## config.mk

```make
export PLATFORM = sky130hd
export DESIGN_NAME = pcb_ctrl
export DESIGN_NICKNAME = d
export VERILOG_FILES = /design/src/rtl/pcb_pkg.sv /design/src/rtl/pcb_bank_flag.sv /design/src/rtl/pcb_isr_state.sv /design/src/rtl/pcb_pc_reg.sv /design/src/rtl/pcb_ctrl.sv
export SDC_FILE = /design/constraint.sdc
export NUM_CORES = 1
export LEC_CHECK = 0
export ABC_AREA = 1
export BUFFER_PORTS_ARGS = -buffer_cell sky130_fd_sc_hd__buf_2
export CORE_MARGIN = 1
export CORE_UTILIZATION = 45
export CTS_BUF_LIST = sky130_fd_sc_hd__clkbuf_16
export DETAILED_ROUTE_END_ITERATION = 10
export GPL_TIMING_DRIVEN = 0
export PLACE_DENSITY = 0.81
export SETUP_SLACK_MARGIN = 0.15
export SLEW_MARGIN = 30
export SYNTH_ARGS = -nofsm -noshare
export SYNTH_HDL_FRONTEND = slang
export SYNTH_SLANG_ARGS = --single-unit
```

## constraint.sdc

```tcl
create_clock -name clk -period 1.75 [get_ports clk]
set_input_delay 0.525 -clock clk [delete_from_list [all_inputs] [get_ports clk]]
set_output_delay 0.525 -clock clk [all_outputs]
set_load 0.01 [all_outputs]
```

## src/rtl/pcb_pkg.sv

```systemverilog
package pcb_pkg;

    // Flow operation chosen for one cycle, after priority resolution
    typedef enum logic [2:0] {
        OP_HOLD,
        OP_INC,
        OP_JMP,
        OP_CALL,
        OP_RET,
        OP_RETR,
        OP_IRQ
    } flow_op_e;

    typedef struct packed {
        logic irq;
        logic retr;
        logic ret;
        logic call;
        logic jmp;
        logic inc;
    } flow_req_t;

    // Highest-priority strobe wins
    function automatic flow_op_e pick_op(input flow_req_t r);
        if (r.irq)       return OP_IRQ;
        else if (r.retr) return OP_RETR;
        else if (r.ret)  return OP_RET;
        else if (r.call) return OP_CALL;
        else if (r.jmp)  return OP_JMP;
        else if (r.inc)  return OP_INC;
        else             return OP_HOLD;
    endfunction

endpackage

```

## src/rtl/pcb_bank_flag.sv

```systemverilog
module pcb_bank_flag (
    input  logic clk,
    input  logic rst,
    input  logic sel_lo,
    input  logic sel_hi,
    output logic flag
);

    always_ff @(posedge clk) begin
        if (rst)          flag <= 1'b0;
        else if (sel_hi)  flag <= 1'b1;
        else if (sel_lo)  flag <= 1'b0;
    end

    p_sel_hi_sets_r3: assert property (@(posedge clk) disable iff (rst)
        sel_hi |=> flag);
    p_sel_lo_clears_r3: assert property (@(posedge clk) disable iff (rst)
        (sel_lo && !sel_hi) |=> !flag);
    p_flag_kept_r6: assert property (@(posedge clk) disable iff (rst)
        (!sel_lo && !sel_hi) |=> $stable(flag));

endmodule

```

## src/rtl/pcb_isr_state.sv

```systemverilog
module pcb_isr_state
    import pcb_pkg::*;
(
    input  logic     clk,
    input  logic     rst,
    input  flow_op_e op,
    output logic     in_isr
);

    always_ff @(posedge clk) begin
        if (rst)                 in_isr <= 1'b0;
        else if (op == OP_IRQ)   in_isr <= 1'b1;
        else if (op == OP_RETR)  in_isr <= 1'b0;
    end

    p_isr_entry_r7: assert property (@(posedge clk) disable iff (rst)
        (op == OP_IRQ) |=> in_isr);
    p_isr_exit_r9: assert property (@(posedge clk) disable iff (rst)
        (op == OP_RETR) |=> !in_isr);

endmodule

```

## src/rtl/pcb_pc_reg.sv

```systemverilog
module pcb_pc_reg
    import pcb_pkg::*;
#(
    parameter int unsigned PC_W   = 12,
    parameter int unsigned VEC_LO = 3,
    parameter int unsigned VEC_HI = 7
) (
    input  logic            clk,
    input  logic            rst,
    input  flow_op_e        op,
    input  logic            bank_flag,
    input  logic            in_isr,
    input  logic            vec_sel,
    input  logic [PC_W-2:0] target,
    input  logic [PC_W-1:0] pop_pc,
    output logic [PC_W-1:0] pc,
    output logic [PC_W-1:0] ret_addr
);

    localparam int unsigned OFS_W = PC_W - 1;
    localparam logic [PC_W-1:0] VEC_A = PC_W'(VEC_LO);
    localparam logic [PC_W-1:0] VEC_B = PC_W'(VEC_HI);

    logic [OFS_W-1:0] ofs_inc;
    logic             branch_bank;
    logic [PC_W-1:0]  pc_nxt;

    assign ofs_inc     = pc[OFS_W-1:0] + 1'b1;
    assign branch_bank = bank_flag & ~in_isr;
    assign ret_addr    = {pc[OFS_W], ofs_inc};

    always_comb begin
        pc_nxt = pc;
        unique case (op)
            OP_INC:          pc_nxt = {pc[OFS_W], ofs_inc};
            OP_JMP, OP_CALL: pc_nxt = {branch_bank, target};
            OP_RET:          pc_nxt = {pop_pc[OFS_W] & ~in_isr, pop_pc[OFS_W-1:0]};
            OP_RETR:         pc_nxt = pop_pc;
            OP_IRQ:          pc_nxt = vec_sel ? VEC_B : VEC_A;
            default:         pc_nxt = pc;
        endcase
    end

    always_ff @(posedge clk) begin
        if (rst) pc <= '0;
        else     pc <= pc_nxt;
    end

    p_inc_same_bank_r2: assert property (@(posedge clk) disable iff (rst)
        (op == OP_INC) |=> (pc[OFS_W] == $past(pc[OFS_W])));
    p_branch_bank_r4: assert property (@(posedge clk) disable iff (rst)
        ((op == OP_JMP || op == OP_CALL) && !in_isr)
            |=> (pc[OFS_W] == $past(bank_flag)));
    p_vector_r7: assert property (@(posedge clk) disable iff (rst)
        (op == OP_IRQ) |=> (pc == VEC_A || pc == VEC_B));
    p_retr_full_r9: assert property (@(posedge clk) disable iff (rst)
        (op == OP_RETR) |=> (pc == $past(pop_pc)));

endmodule

```

## src/rtl/pcb_ctrl.sv

```systemverilog
module pcb_ctrl
    import pcb_pkg::*;
#(
    parameter int unsigned PC_W   = 12,
    parameter int unsigned VEC_LO = 3,
    parameter int unsigned VEC_HI = 7
) (
    input  logic            clk,
    input  logic            rst,
    input  logic            inc_i,
    input  logic            jump_i,
    input  logic            call_i,
    input  logic            ret_i,
    input  logic            retr_i,
    input  logic            sel_bank0_i,
    input  logic            sel_bank1_i,
    input  logic            irq_ack_i,
    input  logic            irq_vec_i,
    input  logic [PC_W-2:0] target_i,
    input  logic [PC_W-1:0] pop_pc_i,
    output logic [PC_W-1:0] pc_o,
    output logic [PC_W-1:0] push_pc_o
);

    flow_req_t req;
    flow_op_e  op;
    logic      bank_flag;
    logic      in_isr;

    assign req = '{irq: irq_ack_i, retr: retr_i, ret: ret_i,
                   call: call_i, jmp: jump_i, inc: inc_i};
    assign op  = pick_op(req);

    pcb_bank_flag u_flag (
        .clk    (clk),
        .rst    (rst),
        .sel_lo (sel_bank0_i),
        .sel_hi (sel_bank1_i),
        .flag   (bank_flag)
    );

    pcb_isr_state u_isr (
        .clk    (clk),
        .rst    (rst),
        .op     (op),
        .in_isr (in_isr)
    );

    pcb_pc_reg #(
        .PC_W   (PC_W),
        .VEC_LO (VEC_LO),
        .VEC_HI (VEC_HI)
    ) u_pc (
        .clk       (clk),
        .rst       (rst),
        .op        (op),
        .bank_flag (bank_flag),
        .in_isr    (in_isr),
        .vec_sel   (irq_vec_i),
        .target    (target_i),
        .pop_pc    (pop_pc_i),
        .pc        (pc_o),
        .ret_addr  (push_pc_o)
    );

    p_isr_bank0_r8: assert property (@(posedge clk) disable iff (rst)
        in_isr |-> !pc_o[PC_W-1]);
    p_one_op_r10: assert property (@(posedge clk) disable iff (rst)
        (irq_ack_i && retr_i) |=> in_isr);

endmodule

```

## Word-level counts from Yosys, hierarchy flattened

Cells that the tools add are included.

| word-level totals | value |
|---|---|
| register bits | 14 |
| input bits | 34 |
| output and inout port bits | 24 |
| word-level logic and storage cells | 33 |

| operators by class | value |
|---|---|
| $add $sub $neg | 1 |
| eq/ne operators | 6 |
| multiplexer cells | 12 |
| bitwise gates (word level) | 4 |
| reductions and logical operators | 6 |

Operators by type and width:

| kind | number |
|---|---|
| case mux 12 bit (5 select lines) | 1 |
| 2-to-1 mux 3 bit | 4 |
| adder 11 x 1 -> 11 bit, second input constant | 1 |
| equality test 3 bit, second input constant | 3 |
| equality test 3 x 2 -> 1 bit, second input constant | 2 |
| 2-to-1 mux 1 bit | 5 |
| nonzero test 5 bit | 1 |
| 2-to-1 mux 2 bit | 2 |
| nonzero test 2 bit | 2 |
| nonzero test 4 bit | 1 |
| equality test 3 x 1 -> 1 bit, second input constant | 1 |
| AND 1 bit | 2 |
| NOT 1 bit | 2 |
| AND reduction 2 bit | 1 |
| OR reduction 2 bit | 1 |

## Depth between registers and ports, before layout

Gate-level depths: netlist of run 1.

| logic depth | value |
|---|---|
| depth in word-level cells | 10 |
| depth in mapped cells | 9 |
| depth with buffers taken out | 9 |

## Cells and area by module

Synthesis of run 1 repeated with hierarchy kept, for this count alone.

| unflattened totals | value |
|---|---|
| cells, all modules | 203 |
| area total of the unflattened synthesis | 1,172.4 um2 |

By module, submodules not included:

| module | instances | cells an instance | area an instance (um2) | sequential area each (um2) |
|---|---|---|---|---|
| pcb_pc_reg | 1 | 176 | 1,023.5 | 240.2 |
| pcb_isr_state | 1 | 10 | 55.1 | 20.0 |
| pcb_ctrl | 1 | 12 | 53.8 | 0.0 |
| pcb_bank_flag | 1 | 5 | 40.0 | 20.0 |

## Least setup slack after synthesis of run 1

OpenSTA, ideal clock, no wires.

| timing path | value |
|---|---|
| path kind | flip-flop to output port |
| from | register u_pc.pc[0] |
| to | output port push_pc_o[10] |
| arrival time | 1.265 ns |
| data required time | 1.225 ns |
| setup slack | -0.040 ns |
| cell stages (with the launch flop) | 6 |
| buffers on the path | 0 |
| cell sequence | dfxtp_1 > ha_1 > nand3_1 > nor2_1 > nand3_1 > and2_1 |

| between the ends | value |
|---|---|
| cells in the longest elaborated chain, start to end | 1 |

Ends and longest elaborated chain:

| what | line | RTL |
|---|---|---|
| from (decl) | pcb_pc_reg.sv:16 | `output logic [PC_W-1:0] pc,` |
| from (signal assigned) | pcb_pc_reg.sv:46 | `else pc <= pc_nxt;` |
| adder 11 x 1 -> 11 bit | pcb_pc_reg.sv:28 | `assign ofs_inc = pc[OFS_W-1:0] + 1'b1;` |
| to (decl) | pcb_ctrl.sv:22 | `output logic [PC_W-1:0] push_pc_o` |

Every way passes these cells.

## Worst setup path after layout of run 1

| timing path | value |
|---|---|
| from | register u_pc.pc[1] |
| to | register u_pc.pc[9] |

| between the ends | value |
|---|---|
| cells in the longest elaborated chain, start to end | 2 |

Ends and longest elaborated chain:

| what | line | RTL |
|---|---|---|
| adder 11 x 1 -> 11 bit | pcb_pc_reg.sv:28 |  |
| case mux 12 bit (5 select lines) | pcb_pc_reg.sv:34 | `unique case (op)` |

Every way passes these cells.
A chain may end at the register's enable or synchronous reset.

==> metrics.cfg, run 1 <==
[outcome]
failed_checks=negative setup slack
outcome=finished, violations left

[routing]
ant_nets=0
drtIter0Drc=94
drc=0
num_vias=1743
drt-pass1-iter-count=4
via_per_inst=5.30
post_drt_wl_per_cell_um=13.4
totalWireLength_um=4420

[floorplanning]
std_cell_rows=18
die_w_um=52.9
io_pins=58
dieArea_um2=2790
die_h_um=52.9
design.core.area_um2=2450
start_util_pct=47.4

[clocking]
root_buffer=clkbuf_16
path_clk_slew_ns=0.05
holdBufCountCts=0
numClockSinks=14
clkLatencyLatePin_ns=0.24
tritoncts=done
cts_buffers=3
htreeDepth=1
clockBufferDepth=2

[yosys]
async_flop_share_pct=0
syn-instance-count=208
synth.most_common_cell=nand2_1
synth_area_leaders=dfxtp_1, nand2_1, nand3_1
synth_top_area_share_pct=24.1
syn_avg_cell_area_um2=5.59
synth-seq-area-share_pct=24.1
synth_area_um2=1160
ys.flop_type=dfxtp_1
netlist.top_cell.by_area=dfxtp_1
syn-num-nets=243
synth_common_cells=nand2_1, nand3_1, inv_1, nor2_1, dfxtp_1
ys_ff_latch=14
synth.distinct_cells=22
synth_edf_count=0
yosysWarnings=0

[critical_path]
critPathSlowestCell=dfxtp_4
critPathRequiredTime_ns=1.86
crit_fanout=4
timing.critical_path.buf_inv=9
rrSetupSlack_ns=-0.16
cpMostUsedCell=buf_4
cp_cell_sequence=buf_4, nand3_2, inv_2, nand3_2, nand2_2, buf_4, buf_4, buf_4, buf_4, buf_4, buf_4, buf_4, nand3_2, a21oi_1
cp-start-kind=register
critPathMaxStageDelay_ns=0.36
worst_setup_path_end_kind=register
crit_arrival_ns=2.01
crit_type=register to register
crit_family=buffers and inverters

[grt]
grt_max_degree=11
grt.total_usage_pct=29.5
antenna_found_initial=0
grt_pass1_wl_um=6090
first_global_vias=1511
grt_overflow=0

[timing]
final-hold-violation-count=0
timing.slew.headroom_pct=62.6
finClkSkew_ns=0.00128
slew_viol_final=0
period_needed_ns=1.91
fmaxAchievable_mhz=524
rsz0062_at_grt=true
worst_slack_ns=-0.158
setup_violations=10
fin_crit_sh_pct=109
worst_slew_pin_slew_ns=0.561
hold_ws_ns=0.458

[placement]
place_inst=295
place_hpwl_um=2470
gp_congestion=0.804
portBuffers=57

[final_layout]
final_util_pct=79.1
area_delta_synth_final_pct=66.9
n_antenna_cell=0
drive_gt1_share_pct=43.5
finalNetCount=335
final_cells=329

[power_and_ir_drop]
power_density_nw_per_um2=579
power.leakage_uw=0.00106
p_total_uw=1120
ir_drop_mv=0.690

[run]
maxCapViolations=0

[worst_hold_path]
hp-class=register to register

layout make-up:
class | instances | area [um^2]
multi-input cells | 160 | 845
repair buffers | 87 | 531
fillers | 194 | 513
flip-flops and latches | 14 | 307
inverters | 29 | 109
clock buffers | 3 | 75.1
well taps | 30 | 37.5
plain buffers | 5 | 35.0
clock inverters | 1 | 3.75
repair_timing:
item                                    in CTS  in global routing
endpoints found under the setup margin       9                 13
gates resized for setup                     29                 10
pin swaps                                   13                  4
buffers inserted                            27                  3
where the power goes:
part / internal [uW] / total [uW] / switching, uW
logic: 152 / 318 / 166
registers: 336 / 362 / 25.8
clock network: 303 / 445 / 142
layer usage:
layer / global-route usage, % / up-vias / part of all wire, %
met5: 0 / - / 0
met4: 14.0 / 0 / 3.0
met3: 2.87 / 20 / 7.0
met2: 55.1 / 109 / 51
met1: 32.7 / 777 / 40
li1: - / 837 / -
tightest hold or removal path: stages, from the launching register on:
cell and delay [ns]:
dfxtp_1 0.30, nand2_1 0.06, a21oi_1 0.05
final timing paths:
kind	startpoint	to	cells past startpoint
setup / recovery	u_pc.pc[1]$_SDFFE_PP0P_	u_pc.pc[9]$_SDFFE_PP0P_	14
hold / removal	u_isr.in_isr$_SDFFE_PP0P_	u_isr.in_isr$_SDFFE_PP0P_	2
setup reg to reg	u_pc.pc[1]$_SDFFE_PP0P_	u_pc.pc[9]$_SDFFE_PP0P_	14
hold reg to reg	u_isr.in_isr$_SDFFE_PP0P_	u_isr.in_isr$_SDFFE_PP0P_	2
registers in the layout, indices dropped and copies added, names as in the netlist:
register / flops
u_isr.in_isr: 1
u_pc.pc: 12
u_flag.flag: 1
cells in the final DEF, fill, tap and decap left out, types with 2 or more instances in the layout:
cell and count:
nor2_2 6, nor2_4 5, dfxtp_1 7, nand3_2 4, nand2_1 68, o21ai_0 8, buf_4 30, nand3_4 2
nand4_1 2, nand3_1 25, clkbuf_16 3, and2_4 2, a21oi_1 9, nor2_1 16, dfxtp_4 7, nand2_2 6
buf_2 56, inv_1 28, buf_6 5
stage by stage:
step | instance area, um^2 | setup WS [ns] | setup TNS (ns)
final | 1940 | -0.158 | -1.25
after global routing | 1940 | -0.259 | -1.91
after CTS | 1890 | -0.130 | -0.602
after detailed placement | 1510 | -0.0560 | -0.112
after global placement | 1510 | -0.0576 | -0.0593
after floorplan | 1190 | 0.150 | 0
kinds of logic (layout without fill, tap and decap cells):
logic type	Yosys count	after routing	synth area share [%]
AO/OA/AOI/OAI	19	19	8.50
XOR/XNOR	2	2	1.51
adder cells (fa/ha/maj)	1	1	1.08
buffers and inverters	34	125	12.4
flip-flops	14	14	24.1
AND/OR/NAND/NOR	138	138	52.5
Power figures use the tool's default switching activity.
==> run 2: changes to the inputs <==
--- a/config.mk
+++ b/config.mk
@@ -7,12 +7,14 @@
 export LEC_CHECK = 0
 export ABC_AREA = 1
 export BUFFER_PORTS_ARGS = -buffer_cell sky130_fd_sc_hd__buf_2
+export CELL_PAD_IN_SITES_DETAIL_PLACEMENT = 0
+export CELL_PAD_IN_SITES_GLOBAL_PLACEMENT = 1
 export CORE_MARGIN = 1
-export CORE_UTILIZATION = 45
+export CORE_UTILIZATION = 29
 export CTS_BUF_LIST = sky130_fd_sc_hd__clkbuf_16
 export DETAILED_ROUTE_END_ITERATION = 10
 export GPL_TIMING_DRIVEN = 0
-export PLACE_DENSITY = 0.81
+export PLACE_DENSITY = 0.82
 export SETUP_SLACK_MARGIN = 0.15
 export SLEW_MARGIN = 30
 export SYNTH_ARGS = -nofsm -noshare
==> metrics.cfg, run 2 (same netlist as run 1, synthesis figures left out) <==
[clocking]
numClockSinks=14
cts_buffers=3
tritoncts=done
path_clk_slew_ns=0.05
root_buffer=clkbuf_16
clockBufferDepth=2
holdBufCountCts=0
htreeDepth=1
clkLatencyLatePin_ns=0.24

[placement]
placed_area_um2=1530
place_inst=313
place_hpwl_um=2770
portBuffers=57
gp_congestion=0.783

[timing]
setup_violations=9
timing.slew.headroom_pct=63.9
finClkSkew_ns=0.00162
slew_viol_final=0
rsz0062_at_grt=true
fin_crit_sh_pct=109
final-hold-violation-count=0
fmaxAchievable_mhz=523
worst_slew_pin_slew_ns=0.541
period_needed_ns=1.91
worst_slack_ns=-0.163

[floorplanning]
start_util_pct=31.1
design.core.area_um2=3740
die_w_um=65.3
io_pins=58
die_h_um=65.3
dieArea_um2=4270
std_cell_rows=22

[critical_path]
worst_setup_path_end_kind=primary output
critPathSlowestCell=dfxtp_4
cpMostUsedCell=nand2_1
cp_cell_sequence=ha_4, nand3_4, nor2_4, nand2_1, nand2_1, and2_4, buf_6
cp-start-kind=register
crit_fanout=4
crit_type=register to primary output
critPathRequiredTime_ns=1.22
crit_arrival_ns=1.39
critPathMaxStageDelay_ns=0.37

[routing]
ant_nets=0
num_vias=1535
totalWireLength_um=3840
drc=0
post_drt_wl_per_cell_um=11.3
via_per_inst=4.54
drt-pass1-iter-count=4
drtIter0Drc=58

[power_and_ir_drop]
switching_share_pct=28.9
ir_drop_mv=0.450
seq_power_share_pct=33.1
p_int_uw=781
p_sw_uw=318
power_density_nw_per_um2=579
power.leakage_uw=0.00102
p_clk_share_pct=40.1
power_frac_comb_pct=26.9

[grt]
grt_pass1_wl_um=6310
antenna_found_initial=0
grt_max_degree=11
first_global_vias=1402
grt.total_usage_pct=19.0
grt_overflow=0

[worst_hold_path]
hp-class=register to register

[run]
maxCapViolations=0

[final_layout]
fillers=412
n_antenna_cell=0
top_regs=u_pc.pc (12), u_flag.flag (1), u_isr.in_isr (1)
fin_area_um2=1900
final_common_cell=nand2_1
area_delta_synth_final_pct=63.3
final_cell_mix=nand2_1, buf_2, inv_1
largest_reg_flops=12
final_cells=338
drive_gt1_share_pct=41.0
largest_register=u_pc.pc
finalNetCount=326

[outcome]
failed_checks=negative setup slack
outcome=finished, violations left

## run 2: critical path: cells and delay by family (launching register included)
kind          cells  cell delay (ns)
simple gates      5             0.53
flops             1             0.37
fa+ha+maj         1             0.16
buf+inv           1             0.09
## run 2: path summary, 6_finish.rpt
check	endpoint	slack [ns]	start	cells past startpoint
max	push_pc_o[10]	-0.16	u_pc.pc[0]$_SDFFE_PP0P_	7
min	u_isr.in_isr$_SDFFE_PP0P_	0.47	u_isr.in_isr$_SDFFE_PP0P_	2
max reg2reg	u_pc.pc[4]$_SDFFE_PP0P_	0.15	u_pc.pc[0]$_SDFFE_PP0P_	12
min reg2reg	u_isr.in_isr$_SDFFE_PP0P_	0.47	u_isr.in_isr$_SDFFE_PP0P_	2
## run 2: power groups by stage
stage | combinational (uW) | clock [uW] | sequential (uW)
6_report | 295 | 440 | 364
5_1_grt | 329 | 463 | 366
4_1_cts | 272 | 443 | 363
3_5_place_dp | 233 | 0 | 372
3_3_place_gp | 233 | 0 | 372
2_1_floorplan | 128 | 0 | 374
## run 2: metal layers
metal,track usage (%),vias up,wire length [um]
met5,0,-,0
met4,2.45,0,15
met3,3.47,2,163
met2,34.1,43,1840
met1,24.0,675,1810
li1,-,815,-
## run 2: per-stage QoR
step | hold WS [ns] | worst slack (ns) | util, % | setup TNS [ns] | total power [uW]
after floorplan | 0.439 | 0.150 | - | 0 | 502
after global placement | 0.451 | -0.0762 | 40.9 | -0.141 | 605
after detailed placement | 0.456 | -0.102 | 40.9 | -0.211 | 605
after CTS | 0.464 | -0.148 | 48.4 | -0.595 | 1080
after global routing | 0.494 | -0.229 | 50.8 | -1.46 | 1160
final | 0.468 | -0.163 | 50.8 | -0.746 | 1100
## run 2: layout make-up
type / instances / area [um^2] / area share (%)
buffer: 5 / 35.0 / 1.84
clock inverter: 1 / 3.75 / 0.197
timing repair buffer: 78 / 457 / 24.0
clock buffer: 3 / 75.1 / 3.95
tap: 48 / 60.1 / 3.16
multi-input combinational: 160 / 857 / 45.1
inverter: 29 / 109 / 5.73
sequential: 14 / 304 / 16.0
## run 2: timing repair
action,CTS,global route
setup buffers,15,6
pin swaps,16,7
setup endpoints to repair,9,12
resized for setup,26,12
